**config.mk**
```make
export PLATFORM = sky130hd
export DESIGN_NAME = digit_counter
export DESIGN_NICKNAME = d
export VERILOG_FILES = /design/src/rtl/digit_counter.sv
export SDC_FILE = /design/constraint.sdc
export NUM_CORES = 1
export LEC_CHECK = 0
export BUFFER_PORTS_ARGS = -buffer_cell sky130_fd_sc_hd__buf_2
export CAP_MARGIN = 0
export CORE_AREA = 2 2 39 41
export CTS_BUF_LIST = sky130_fd_sc_hd__clkbuf_16
export CTS_CLUSTER_DIAMETER = 200
export DETAILED_ROUTE_END_ITERATION = 8
export DIE_AREA = 0 0 41 43
export GPL_TIMING_DRIVEN = 0
export SLEW_MARGIN = 20
export SYNTH_ARGS = -nofsm -noshare
export SYNTH_HDL_FRONTEND = slang
export SYNTH_SLANG_ARGS = --single-unit
```
**constraint.sdc**
```tcl
create_clock -name clk -period 1.2 [get_ports clk]
set_input_delay 0.24 -clock clk [delete_from_list [all_inputs] [get_ports clk]]
set_output_delay 0.24 -clock clk [all_outputs]
set_load 0.005 [all_outputs]
```
**src/rtl/digit_counter.sv**
```systemverilog
module digit_counter #(
  parameter int W = 4
) (
  input  logic         clk,
  input  logic         rst_n,
  input  logic         carry_in,
  input  logic         advance,
  input  logic [W-1:0] term_val,
  output logic [W-1:0] count,
  output logic         carry_out_n
);

  logic at_term;
  logic wrap;
  logic step_en;

  assign at_term     = (count == term_val);
  assign wrap        = at_term & carry_in;
  assign step_en     = carry_in | advance;
  assign carry_out_n = ~wrap;

  always_ff @(posedge clk or negedge rst_n) begin
    if (!rst_n)       count <= '0;
    else if (wrap)    count <= '0;
    else if (step_en) count <= count + W'(1);
  end


  wrap_load_chk: assert property (@(posedge clk) disable iff (!rst_n)
    (carry_in && count == term_val) |=> (count == '0));


  hold_chk: assert property (@(posedge clk) disable iff (!rst_n)
    (!carry_in && !advance) |=> $stable(count));


  step_chk: assert property (@(posedge clk) disable iff (!rst_n)
    ((carry_in || advance) && carry_out_n) |=> (count == $past(count) + W'(1)));


  slip_chk: assert property (@(posedge clk) disable iff (!rst_n)
    (advance && !carry_in && count == term_val) |=> (count == $past(term_val) + W'(1)));

endmodule

```
==> metrics.txt, run 1 <==
Netlist cell types=19; worst skew pair latency=220 ps; Synth top area share=approximately a third; Port Buffers=12; layout cells sized above 1=between 60% and 70%; clk sinks=4; die area=roughly 0.0018 sq mm; Total Wirelength=around 700 um; Worst setup EP type=primary output; Die W=between 40 and 50 um; antenna violations before repair=0; # DRC=0; worst path required time=around 960 ps; Static Leak=0.226 nW; clock root cell=clkbuf_16; Worst IR Drop VDD=between 0.001 and 0.0015 V; status=finished with violations; Initial Util=22.3%; Critical-path top delay cell=dfrtp_2; count leader, synth=dfrtp_1; CTS tree=built; Filler Cells Inserted=~140; first-pass GRT wire length=~960 um; failing checks=setup timing; Final #Nets=59; Num CTS Buffers=3; Slowest Stage Delay on Critical Path=440 ps; drt first pass iters=3; mapped cell area=around 310 sq um; biggest registers after layout=count: 4 flops; RSZ-0062 raised after global routing=yes; most used routing layer=met2; post-layout min period=1570 ps; die height=between 40 and 50 um; post-route insts no fill=64; arrival time of the worst setup path=1330 ps; sequential fraction of the synthesis area=32.4%; gpl congestion=between 0.6 and 0.7; Mapped Nets=36; Bufs on Longest Clock Path=2; GR Overflow Total=0; pwr dens=around 2800 mW/mm^2; vias in the first global route=263; total number of H-tree levels=1; Hold Path Class=primary input to async pin; antenna-violating nets left=0; Via density=approximately 4.1; Synth top cells by count=dfrtp_1 (4), xor2_2 (3), a21oi_1 (2), xnor2_1 (2), xor2_1 (2); met1 usage=9.21%; number of antenna diodes=0; Slew Limit Headroom=around four fifths; Global Route Usage Sum=8.59%; Synth-to-Final Area Change=73.3%; placed cells=55; routed len/inst=about 11 um; Setup crit start kind=register; # setup viols final=6; Slew Viols, Final=0; fin worst setup slack=-373 ps; maxcap violations=0; critical path buffer and inverter count=1; Synth Flop Type=dfrtp_1; Clk pin slew, worst setup/hold paths=roughly 30 ps; worst-path cell chain=xor2_4 -> nor4b_4 -> nand2_1 -> buf_2; crit-path max FO=3; Largest delay share family, worst path=flip-flops; # rows=14; Largest Register=count; routed via count=roughly 270; GR Util met2=12.2%; FFs w/ async S/R, synth=between 90% and 100%; io pins=13; post-synth top area cell=dfrtp_1; DRT iter0 DRCs=3; core box area=approximately 0.0014 sq mm; Synth area leaders=dfrtp_1 (32%), xor2_2 (16%), nor4b_4 (7.7%); Global Route met3 Usage=under 10%; kind of critical path=register to primary output; largest net degree at the start of global routing=7; Yosys reg bits=4; Avg Inst Size Synth=roughly 11 sq um; final hold vios=0; WHS=about 340 ps; Layout Skew=0.871 ps; max FFs per register=4; slew at the pin with the worst max-slew slack=311 ps; crit share post-route=131%; Ys Warns=0; Fmax=around 640 MHz; Synth Instances=27; EDFF count, synth=0
[report_power, final]
part	internal, mW	total [mW]	switching (mW)
sequential	0.216	0.328	0.112
clock	0.425	0.512	0.0871
combinational	0.344	0.649	0.305
[cell type report]
cell class                 instances  area, sq um  share of cell area, %
clock buffer                       3         75.1                   14.0
inverter                           1         3.75                  0.701
multi-input combinational         22          223                   41.6
sequential                         4          103                   19.2
tap                               16         20.0                   3.74
timing repair buffer              18          111                   20.8
[per-layer routing]
metal	vias to the layer above	wire length, um
li1	138	-
met1	119	316
met2	8	328
met3	0	52
met4	0	0
met5	-	0
[repair_timing]
item                                   in CTS  in global routing
gates resized for setup                     2                  5
endpoints found under the hold margin       4                  0
setup buffers                               4                  1
hold buffers                                1                  0
setup endpoints to repair                   5                  5
pin swaps                                   2                  2
[cells in the final DEF, fill, tap and decap left out]
master          n
buf_2          12
buf_4           4
clkbuf_16       3
xor2_2          2
xnor2_1         2
xor2_1          2
a21oi_1         2
dfrtp_2         2
dfrtp_1         2
xor2_4          1
nor4b_4         1
nand2_1         1
o2111ai_1       1
nor2_1          1
mux2i_1         1
inv_1           1
a31oi_1         1
o21ai_2         1
or3b_1          1
nor4_2          1
nand3_1         1
nor4_1          1
nor3_1          1
ha_2            1
dlygate4sd3_1   1
buf_6           1
[stage by stage]
stage / setup WS (ps) / util (%) / setup TNS [ps] / power (mW) / cell area (sq um)
after floorplan: -66.7 / - / -66.7 / 0.647 / 309
after global placement: -260 / 28.1 / -386 / 0.804 / 389
after detailed placement: -279 / 28.1 / -492 / 0.806 / 389
after CTS: -378 / 36.6 / -555 / 1.43 / 507
after global routing: -435 / 38.7 / -1020 / 1.59 / 536
final: -373 / 38.7 / -747 / 1.49 / 536
[logic make-up (layout without fill, tap and decap cells)]
group                    after synthesis  after routing  synth area share (%)
XOR/XNOR                               7              7                  27.1
adder cells (fa/ha/maj)                1              1                  4.05
AND/OR/NAND/NOR                        8              8                  22.3
buffers and inverters                  1             22                  1.21
flip-flops                             4              4                  32.4
multiplexers                           1              1                  3.24
AO/OA/AOI/OAI                          5              5                  9.72
[final timing paths]
path                                 startpoint                    to  slack, ps  cells past startpoint
setup / recovery           count[0]$_DFFE_PN0P_           carry_out_n       -370                      4
hold / removal                            rst_n  count[0]$_DFFE_PN0P_        340                      2
setup reg to reg           count[0]$_DFFE_PN0P_  count[2]$_DFFE_PN0P_       -140                      6
hold reg to reg            count[1]$_DFFE_PN0P_  count[1]$_DFFE_PN0P_        670                      2
max in group asynchronous                 rst_n  count[1]$_DFFE_PN0P_        730                      2
min in group clk                        advance  count[0]$_DFFE_PN0P_        410                      4
Note: power is estimated with default switching activity, not from simulation.
==> run 2, diff against run 1 <==
--- a/config.mk
+++ b/config.mk
@@ -5,6 +5,7 @@
 export SDC_FILE = /design/constraint.sdc
 export NUM_CORES = 1
 export LEC_CHECK = 0
+export ABC_AREA = 1
 export BUFFER_PORTS_ARGS = -buffer_cell sky130_fd_sc_hd__buf_2
 export CAP_MARGIN = 0
 export CORE_AREA = 2 2 39 41
==> run 2 against run 1 <==
The run still ends with setup timing left. Synthesized area down 3.6%. Setup slack improved by 250 ps. Combinational power is 16% lower. Sequential power shrank 18%. Critical path type unchanged. Largest cell class unchanged. Highest routed layer is now met4.
==> metrics.txt, run 2 <==
max FFs per register=4 (unchanged); Hold Path Depth=4; slew at the pin with the worst max-slew slack=182 ps (-128 ps); die area=0.00176 sq mm (unchanged); fin worst setup slack=-125 ps (+248 ps); FFs w/ async S/R, synth=100% (unchanged); crit share post-route=110% (-21 points); drt first pass iters=4 (+1); vias in the first global route=294 (+12%); Hold Path Class=primary input to register; FF-to-FF path depth=8 (+2); Placed Area=378 sq um (-2.9%); pwr dens=2620 mW/mm^2 (-6.0%); Yosys reg bits=4 (unchanged); CTS tree=built; Slew Viols, Final=0 (unchanged); Synth Instances=46 (+70%); r2r startpoint=count[0]$_DFFE_PN0P_; failing checks=setup timing; core box area=0.00138 sq mm (unchanged); Clk pwr share=38.9% (+4.5 points); Layout Skew=0.627 ps (-0.244 ps); Final #Nets=77 (+31%); RSZ-0062 raised after global routing=yes; Netlist cell types=13 (-6); Synth-to-Final Area Change=71.0%; GR Overflow Total=0 (unchanged); placed cells=74 (+35%); mapped cell area=298 sq um (-3.6%); total number of H-tree levels=1 (unchanged); count leader, synth=nand2_1; Static Leak=0.291 nW (+29%); R2R Setup Slk=90 ps (+230 ps); Largest Register=count; biggest registers after layout=count: 4 flops; clock root cell=clkbuf_16; EDFF count, synth=0 (unchanged); Synth area leaders=dfrtp_1 (34%), nand2_1 (21%), inv_1 (11%); # rows=14 (unchanged); gpl congestion=0.696 (+0.58%); Setup crit start kind=register; worst path required time=960 ps (about the same); sw frac=32.3% (-1.6 points); Synth top area share=33.6% (+1.2 points); Port Buffers=12 (unchanged); arrival time of the worst setup path=1080 ps (-250 ps); logic gate share of total power=40.9% (-2.7 points); antenna-violating nets left=0 (unchanged); status=finished with violations; routed len/inst=8.55 um (-22%); Mapped Nets=55 (+53%); Fin Setup TNS=-125 ps (+622 ps); # setup viols final=1 (-5); clk sinks=4 (unchanged); NetSw=0.430 mW (-15%); post-route insts no fill=82 (+28%); Bufs on Longest Clock Path=2 (unchanged); Global Route Usage Sum=10.1% (+1.5 points); commonest non-fill, non-tap cell in the layout=nand2_1; hold path endpoint=count[0]$_DFFE_PN0P_; Slew Limit Headroom=87.8% (+8.7 points); kind of critical path=register to primary output; io pins=13 (unchanged); final hold vios=0 (unchanged); Total Wirelength=701 um (+0.57%); DRT iter0 DRCs=4 (+1); Via density=3.94 (-4.9%); Filler Cells Inserted=143 (+3.6%); Worst IR Drop VDD=0.00149 V (+13%); die height=43 um (unchanged); post-synth top area cell=dfrtp_1; layout cells sized above 1=42.4% (-18 points); maxcap violations=0 (unchanged); largest net degree at the start of global routing=8 (+1); first-pass GRT wire length=1.18 mm (+23%); crit-path max FO=3 (unchanged); post-layout min period=1320 ps (-248 ps); antenna violations before repair=0 (unchanged); Clk pin slew, worst setup/hold paths=30 ps (about the same); R2R Path End=count[2]$_DFFE_PN0P_; HPWL Detailed=492 um; Int Power=0.902 mW (-8.4%); Ys Warns=0 (unchanged); fin area=509 sq um (-4.9%); most frequent cells in the layout=nand2_1 (17), buf_2 (12), inv_1 (7); Worst setup EP type=primary output; Synth top cells by count=nand2_1 (17), inv_1 (9), nor2_1 (7); routed via count=323 (+22%); sequential power share=20.2% (-1.8 points); worst skew pair latency=220 ps (about the same); Fmax=755 MHz (+19%); Num CTS Buffers=3 (unchanged); sequential fraction of the synthesis area=33.6% (+1.2 points); Synth Flop Type=dfrtp_1; Initial Util=21.5% (-0.81 points); number of antenna diodes=0 (unchanged); # DRC=0 (unchanged); worst min-delay path startpoint=advance; Avg Inst Size Synth=6.47 sq um (-43%); Die W=41 um (unchanged)
run 2: area by class of cell:
| cell class | count | area (sq um) | share of cell area, % |
|---|---|---|---|
| clock buffer | 3 | 75.1 | 14.7 |
| sequential | 4 | 101 | 19.9 |
| timing repair buffer | 17 | 100 | 19.7 |
| inverter | 10 | 37.5 | 7.37 |
| tap | 16 | 20.0 | 3.93 |
| multi-input combinational | 32 | 175 | 34.4 |
run 2: logic make-up (layout without fill, tap and decap cells):
kind of cell	after synthesis	in the layout	share of synthesized area, %
fa+ha+maj	1	1	4.20
xor+xnor	2	2	5.88
simple gates	28	28	41.2
compound gates	1	1	2.52
flops	4	4	33.6
buf+inv	10	30	12.6
run 2: power by group through the flow:
| stage | logic, mW | registers, mW | clock network, mW |
|---|---|---|---|
| final | 0.544 | 0.269 | 0.519 |
| after global routing | 0.639 | 0.282 | 0.533 |
| after CTS | 0.517 | 0.269 | 0.524 |
| after detailed placement | 0.396 | 0.291 | 0 |
| after global placement | 0.392 | 0.289 | 0 |
| after floorplan | 0.271 | 0.282 | 0 |
run 2: through the flow:
step	util (%)	power [mW]	hold WS, ps	setup slack, ps
4_1_cts	35.9	1.31	302	-127
6_report	36.8	1.33	300	-125
2_1_floorplan	-	0.553	-55.6	151
3_5_place_dp	27.3	0.686	54.6	-37.5
5_1_grt	36.8	1.45	316	-195
3_3_place_gp	27.3	0.681	52.2	-36.2
run 2: how the worst max path moves through the flow:
stage / from / end / slack (ps) / cells past startpoint
6_report: count[0]$_DFFE_PN0P_ / carry_out_n / -120 / 5
5_1_grt: count[0]$_DFFE_PN0P_ / carry_out_n / -200 / 5
4_1_cts: count[3]$_DFFE_PN0P_ / carry_out_n / -130 / 6
2_1_floorplan: count[0]$_DFFE_PN0P_ / count[2]$_DFFE_PN0P_ / 150 / 8
3_5_place_dp: count[0]$_DFFE_PN0P_ / carry_out_n / -40 / 5
3_3_place_gp: count[0]$_DFFE_PN0P_ / carry_out_n / -40 / 5
run 2: timing repair:
| action | CTS | global route |
|---|---|---|
| buffers inserted | 4 | 1 |
| endpoints found under the setup margin | 1 | 4 |
| pin swaps | 2 | 5 |
| hold buffers | 1 | 0 |
| gates resized for setup | 3 | 3 |
| endpoints found under the hold margin | 4 | 0 |
run 2: routing by layer:
| metal | wire (um) | up-vias | track usage [%] |
|---|---|---|---|
| li1 | - | 173 | - |
| met1 | 338 | 136 | 14.0 |
| met4 | 22 | 0 | 8.00 |
| met2 | 298 | 12 | 13.1 |
| met5 | 0 | - | 0 |
| met3 | 42 | 2 | 1.57 |
run 2: worst max-delay path, stage by stage, from the launching register on:
cell	delay [ps]
dfrtp_2	410
nand2_1	60
nand2_1	50
nor2_2	120
nand3_2	80
buf_2	130
